==> src/rtl/i2c_rxq_pkg.sv <==
package i2c_rxq_pkg;
   // Bit order of this struct is the software-visible tag layout: hit_a is bit 0.
   typedef struct packed {
      logic stop;
      logic rstart;
      logic first;
      logic tmo_nak;
      logic acked;
      logic hit_b;
      logic hit_a;
   } rxq_tag_t;

   localparam int unsigned TAG_W = $bits(rxq_tag_t);
endpackage

==> src/rtl/i2c_rxq_tagger.sv <==
module i2c_rxq_tagger
   import i2c_rxq_pkg::*;
#(
   parameter int unsigned DATA_W = 8
) (
   input  logic              clk,
   input  logic              rst_n,
   input  logic              ev_start,
   input  logic              ev_rstart,
   input  logic              ev_stop,
   input  logic              ev_byte,
   input  logic [DATA_W-1:0] ev_data,
   input  logic              ev_hit_a,
   input  logic              ev_hit_b,
   input  logic              ev_acked,
   input  logic              ev_tmo_nak,
   output logic              push,
   output rxq_tag_t          push_tag,
   output logic [DATA_W-1:0] push_data
);
   logic armed_q;

   // Armed between a (repeated) START and the first byte that follows it.
   always_ff @(posedge clk or negedge rst_n) begin
      if (!rst_n)                     armed_q <= 1'b0;
      else if (ev_byte || ev_stop)    armed_q <= 1'b0;
      else if (ev_start || ev_rstart) armed_q <= 1'b1;
   end

   always_comb begin
      push_tag  = '0;
      push_data = '0;
      if (ev_byte) begin
         push_tag.hit_a   = ev_hit_a;
         push_tag.hit_b   = ev_hit_b;
         push_tag.acked   = ev_acked;
         push_tag.tmo_nak = ev_tmo_nak;
         push_tag.first   = armed_q;
         push_data        = ev_data;
      end else if (ev_rstart) begin
         push_tag.rstart  = 1'b1;
      end else if (ev_stop) begin
         push_tag.stop    = 1'b1;
      end
   end

   assign push = ev_byte || ev_rstart || ev_stop;

   // once a byte has been tagged, the next byte is untagged unless a START intervenes
   a_r2_first_once: assert property (@(posedge clk) disable iff (!rst_n)
      ev_byte ##1 (ev_byte && !ev_start && !ev_rstart) |-> !push_tag.first);

   // the bit engine presents at most one event per cycle
   a_r5_one_event: assert property (@(posedge clk) disable iff (!rst_n)
      $onehot0({ev_start, ev_rstart, ev_stop, ev_byte}));
endmodule

==> src/rtl/i2c_rxq_store.sv <==
module i2c_rxq_store #(
   parameter int unsigned ENT_W = 15,
   parameter int unsigned DEPTH = 8
) (
   input  logic                            clk,
   input  logic                            rst_n,
   input  logic                            push,
   input  logic [ENT_W-1:0]                push_ent,
   input  logic                            pop,
   output logic [ENT_W-1:0]                head_ent,
   output logic [$clog2(DEPTH+1)-1:0]      cnt,
   output logic                            drop
);
   localparam int unsigned PTR_W = (DEPTH > 1) ? $clog2(DEPTH) : 1;
   localparam int unsigned CNT_W = $clog2(DEPTH+1);

   logic [ENT_W-1:0] mem [DEPTH];
   logic [PTR_W-1:0] rd_ptr, wr_ptr, rd_nxt, wr_nxt;
   logic [CNT_W-1:0] cnt_q;
   logic             empty, full, do_pop, do_push;

   assign empty   = (cnt_q == '0);
   assign full    = (cnt_q == CNT_W'(DEPTH));
   assign do_pop  = pop && !empty;
   assign do_push = push && (!full || do_pop);
   assign drop    = push && !do_push;

   generate
      if ((DEPTH & (DEPTH - 1)) == 0) begin : g_pow2
         assign rd_nxt = rd_ptr + PTR_W'(1);
         assign wr_nxt = wr_ptr + PTR_W'(1);
      end else begin : g_wrap
         assign rd_nxt = (rd_ptr == PTR_W'(DEPTH-1)) ? '0 : rd_ptr + PTR_W'(1);
         assign wr_nxt = (wr_ptr == PTR_W'(DEPTH-1)) ? '0 : wr_ptr + PTR_W'(1);
      end
   endgenerate

   always_ff @(posedge clk or negedge rst_n) begin
      if (!rst_n) begin
         rd_ptr <= '0;
         wr_ptr <= '0;
         cnt_q  <= '0;
      end else begin
         if (do_pop)  rd_ptr <= rd_nxt;
         if (do_push) wr_ptr <= wr_nxt;
         if (do_push && !do_pop)      cnt_q <= cnt_q + CNT_W'(1);
         else if (do_pop && !do_push) cnt_q <= cnt_q - CNT_W'(1);
      end
   end

   always_ff @(posedge clk) begin
      if (do_push) mem[wr_ptr] <= push_ent;
   end

   assign head_ent = empty ? '0 : mem[rd_ptr];
   assign cnt      = cnt_q;

   // occupancy never exceeds the configured depth
   a_r7_no_overflow: assert property (@(posedge clk) disable iff (!rst_n)
      cnt_q <= CNT_W'(DEPTH));

   // a read on an empty queue leaves it empty
   a_r8_empty_pop: assert property (@(posedge clk) disable iff (!rst_n)
      (empty && pop && !push) |=> (cnt_q == '0));

   // a lone read on a non-empty queue removes exactly one entry
   a_r5_single_pop: assert property (@(posedge clk) disable iff (!rst_n)
      (!empty && pop && !push) |=> (cnt_q == $past(cnt_q) - CNT_W'(1)));

   // a discarded entry leaves the head untouched
   a_r7_head_kept: assert property (@(posedge clk) disable iff (!rst_n)
      (drop && !pop) |=> $stable(head_ent));
endmodule

==> src/rtl/i2c_rxq_flags.sv <==
module i2c_rxq_flags (
   input  logic clk,
   input  logic rst_n,
   input  logic drop,
   input  logic ovf_clr,
   input  logic ev_stop,
   input  logic done_clr,
   output logic ovf,
   output logic wr_done
);
   always_ff @(posedge clk or negedge rst_n) begin
      if (!rst_n) begin
         ovf     <= 1'b0;
         wr_done <= 1'b0;
      end else begin
         if (drop)         ovf <= 1'b1;
         else if (ovf_clr) ovf <= 1'b0;
         if (ev_stop)       wr_done <= 1'b1;
         else if (done_clr) wr_done <= 1'b0;
      end
   end

   // overflow flag is sticky until cleared
   a_r7_ovf_sticky: assert property (@(posedge clk) disable iff (!rst_n)
      (ovf && !ovf_clr) |=> ovf);

   // a STOP always leaves the write-complete flag set
   a_r9_stop_sets: assert property (@(posedge clk) disable iff (!rst_n)
      ev_stop |=> wr_done);
endmodule

==> src/rtl/i2c_rx_tagged_fifo.sv <==
module i2c_rx_tagged_fifo
   import i2c_rxq_pkg::*;
#(
   parameter int unsigned DATA_W = 8,
   parameter int unsigned DEPTH  = 8
) (
   input  logic              clk,
   input  logic              rst_n,
   input  logic              ev_start,
   input  logic              ev_rstart,
   input  logic              ev_stop,
   input  logic              ev_byte,
   input  logic [DATA_W-1:0] ev_data,
   input  logic              ev_hit_a,
   input  logic              ev_hit_b,
   input  logic              ev_acked,
   input  logic              ev_tmo_nak,
   input  logic              rd_pop,
   output logic [DATA_W-1:0] rd_data,
   output logic [TAG_W-1:0]  rd_tag,
   output logic              svc_irq,
   output logic              wr_done,
   input  logic              wr_done_clr,
   output logic              ovf,
   input  logic              ovf_clr
);
   localparam int unsigned ENT_W = TAG_W + DATA_W;
   localparam int unsigned CNT_W = $clog2(DEPTH+1);

   if (DEPTH < 2) begin : g_chk_depth
      $error("i2c_rx_tagged_fifo: DEPTH must be at least 2");
   end
   if (DATA_W < 1) begin : g_chk_width
      $error("i2c_rx_tagged_fifo: DATA_W must be at least 1");
   end

   logic              push, drop;
   rxq_tag_t          push_tag;
   logic [DATA_W-1:0] push_data;
   logic [ENT_W-1:0]  head_ent;
   logic [CNT_W-1:0]  cnt;

   i2c_rxq_tagger #(.DATA_W(DATA_W)) i_tagger (
      .clk(clk), .rst_n(rst_n),
      .ev_start(ev_start), .ev_rstart(ev_rstart), .ev_stop(ev_stop),
      .ev_byte(ev_byte), .ev_data(ev_data),
      .ev_hit_a(ev_hit_a), .ev_hit_b(ev_hit_b),
      .ev_acked(ev_acked), .ev_tmo_nak(ev_tmo_nak),
      .push(push), .push_tag(push_tag), .push_data(push_data)
   );

   i2c_rxq_store #(.ENT_W(ENT_W), .DEPTH(DEPTH)) i_store (
      .clk(clk), .rst_n(rst_n),
      .push(push), .push_ent({push_tag, push_data}),
      .pop(rd_pop), .head_ent(head_ent), .cnt(cnt), .drop(drop)
   );

   i2c_rxq_flags i_flags (
      .clk(clk), .rst_n(rst_n),
      .drop(drop), .ovf_clr(ovf_clr),
      .ev_stop(ev_stop), .done_clr(wr_done_clr),
      .ovf(ovf), .wr_done(wr_done)
   );

   assign rd_tag  = head_ent[ENT_W-1:DATA_W];
   assign rd_data = head_ent[DATA_W-1:0];
   assign svc_irq = (cnt != '0);

   // service request drops only after a read of the last entry
   a_r6_svc_hold: assert property (@(posedge clk) disable iff (!rst_n)
      (svc_irq && !rd_pop) |=> svc_irq);

   // an empty queue shows an all-zero tag
   a_r8_empty_tag: assert property (@(posedge clk) disable iff (!rst_n)
      !svc_irq |-> (rd_tag == '0));
endmodule

==> config.mk <==
export PLATFORM = sky130hd
export DESIGN_NAME = i2c_rx_tagged_fifo
export DESIGN_NICKNAME = d
export VERILOG_FILES = /design/src/rtl/i2c_rxq_pkg.sv /design/src/rtl/i2c_rxq_tagger.sv /design/src/rtl/i2c_rxq_store.sv /design/src/rtl/i2c_rxq_flags.sv /design/src/rtl/i2c_rx_tagged_fifo.sv
export SDC_FILE = /design/constraint.sdc
export NUM_CORES = 1
export LEC_CHECK = 0
export BUFFER_PORTS_ARGS = -buffer_cell sky130_fd_sc_hd__buf_2
export CORE_MARGIN = 5
export CORE_UTILIZATION = 40
export DETAILED_ROUTE_END_ITERATION = 16
export RECOVER_POWER = 25
export SETUP_SLACK_MARGIN = 0.5
export SYNTH_ARGS = -nofsm -noshare
export SYNTH_HDL_FRONTEND = slang
export SYNTH_SLANG_ARGS = --single-unit
==> constraint.sdc <==
create_clock -name clk -period 7.94 [get_ports clk]
set_input_delay 0.794 -clock clk [delete_from_list [all_inputs] [get_ports clk]]
set_output_delay 0.794 -clock clk [all_outputs]
set_load 0.005 [all_outputs]
==> results.txt <==
final slew viol count: 0
worst r2r src: i_store.cnt[0]
CTS tree: done
DRT antenna net count: 0
detailed placement HPWL: 5.82 mm
Post-CTS Setup Bufs: 0
crit start category: input port
r2r setup slk: 4.86 ns
adder-cell share of the synthesized area: 1.54%
fin util: 49.4%
worst setup path category: in -> reg
IR Drop Worst-Case VDD: 0.170 mV
final hold slack: 0.425 ns
iteration-0 DRC count of the detailed router: 218
worst rel slew slack: 33.0%
hold_buf cts: 0
Die Height: 126 um
Row Count: 42
nets: 343
crit path max fanout: 18
MaxCap Viol Count: 0
post-CTS sizing: 0
distinct cell type count after synthesis: 39
routed wire length: 10.3 mm
Leak Pwr: 0.00227 uW
R2R depth: 9
worst hold path type: in -> async
Die W: 126 um
net count after synthesis: 293
final critical-path required period: 3.28 ns
PwrDens: 429 nW/um^2
main combinational cell family by area after synthesis: multiplexers
Warnings, synthesis: 0
DR pass1 iterations: 4
clock skew: 0.00498 ns
fin crit share: 41.4%
port buffer count: 38
top-area cell type share of the netlist area: 67.2%
CP arrival: 3.57 ns
initial antenna violation count: 0
RSZ-0062 raised after global routing: false
commonest register cell after synthesis: edfxtp_1
area leader, netlist: edfxtp_1
clk root buf: clkbuf_16
Num CTS Buffers: 17
reg2reg end: i_store.cnt[3]
largest net degree at the start of global routing: 33
first-pass GRT wire length: 16.3 mm
total global routing overflow: 0
number of flops mapped to enable cells by yosys: 120
Max Freq: 304 MHz
H-tree levels: 4
status: complete, no violations
die area: 15800 sq um
core area: 13200 sq um
Area contributors post-synth: edfxtp_1 67%, mux4_2 13%, dfrtp_1 6.1%
CP Capture Type: flip-flop
commonest non-fill, non-tap cell in the layout: edfxtp_1
most frequent cells in the layout: 120 x edfxtp_1, 35 x buf_2, 30 x mux4_2, 17 x clkbuf_16, 11 x dfrtp_1
Total Routing Usage GR: 14.0%
Final Hold Viols: 0
vias in the first global route: 2824
drt via density: 5.24
Area Growth Syn to Fin: 21.6%
compound-gate portion of the synthesized area: 4.13%
share of cells above drive strength 1: 36.8%
syn avg cell area: 20.1 sq um
GPL Wtd Cong: 0.772
Clock Path Buffers: 2
final setup violation count: 0
Initial Util: 40.6%
Clock Pin Slew Worst Setup and Hold Paths: 0.06 ns
DRC Markers: 0
WL per Instance: 20.4 um
setup TNS: 0 ns
post-synthesis simple-gate area fraction: 4.90%
post-synthesis mux area share: 13.4%
post-synthesis register bit count: 133
I/O pin count: 39
Synth Area in XOR/XNOR: 0.981%
Synth async-reset ratio: 9.77%
worst skew pair latency: 0.41 ns
CP required: 8.23 ns
diode count: 0
Mapped Cells: 266
clock sink count: 133
synthesized area: 5360 sq um
Worst Tran Pin Value: 1.00 ns
Seq/Total Area, Yosys: 73.3%
vias: 2646
## power breakdown
part	leakage [uW]	total [uW]	switching, uW	internal (uW)
clock	0.000357	966	285	682
combinational	0.000641	761	381	380
sequential	0.00127	1070	107	964
total	0.00227	2800	773	2030
## flip-flops by register name (all words and copies together), names as in the netlist
signal,count
i_flags.wr_done,1
i_store.mem,120
i_store.wr_ptr,3
i_tagger.armed_q,1
i_store.cnt,4
i_store.rd_ptr,3
i_flags.ovf,1
## synthesized netlist by cell type, types with 4 or more instances
cell and number:
edfxtp_1 120, mux4_2 30, and2_1 13, dfrtp_1 13
a22o_1 10, nor3_1 8, a22o_2 5, clkbuf_1 5
ha_1 5, xnor2_1 5, buf_2 4, inv_1 4
nand2_1 4
## cell type report
cell class | count | area (sq um)
inverters | 4 | 15.0
multi-input cells | 117 | 1390
well taps | 176 | 220
clock buffers | 17 | 425
flip-flops and latches | 133 | 3930
fillers | 1104 | 6680
clock inverters | 15 | 307
repair buffers | 43 | 224
## per-stage QoR
stage                     setup WS, ns  instance area (sq um)  total power [uW]  std cells
final                             4.66                   6520              2800        505
after floorplan                   4.98                   5360              1600        266
after CTS                         4.76                   6520              2840        505
after global routing              4.43                   6520              2940        505
after global placement            4.56                   5790              1850        473
after detailed placement          4.49                   5790              1870        473
## metal layers
metal | GRT usage, % | routed length (um)
met5 | 0 | 0
met4 | 5.49 | 96
met3 | 3.85 | 422
met2 | 22.0 | 5140
met1 | 18.8 | 4670
## worst max path at each step
stage,from,depth (start not counted),endpoint,slack [ns]
floorplan,rd_pop,3,i_store.mem[0][0],4.98
global placement,ev_byte,10,i_store.cnt[3],4.56
detailed placement,ev_byte,10,i_store.cnt[3],4.49
CTS,i_store.rd_ptr[0],4,rd_tag[4],4.76
global route,ev_byte,10,i_store.cnt[3],4.43
finish,ev_byte,10,i_store.cnt[3],4.66
## cell families after synthesis
| family | Yosys count |
|---|---|
| adder cells (fa/ha/maj) | 6 |
| buffers and inverters | 16 |
| XOR/XNOR | 6 |
| AO/OA/AOI/OAI | 26 |
| AND/OR/NAND/NOR | 45 |
| multiplexers | 34 |
| flip-flops | 133 |
## worst max-delay path: stages
cell      delay (ns)
clkbuf_1        0.39
or3_1           0.55
o21ai_2         0.25
inv_1           0.10
ha_1            0.28
inv_1           0.15
ha_1            0.31
or4_1           0.53
o211ai_1        0.11
o211ai_1        0.10
Power figures use the tool's default switching activity.
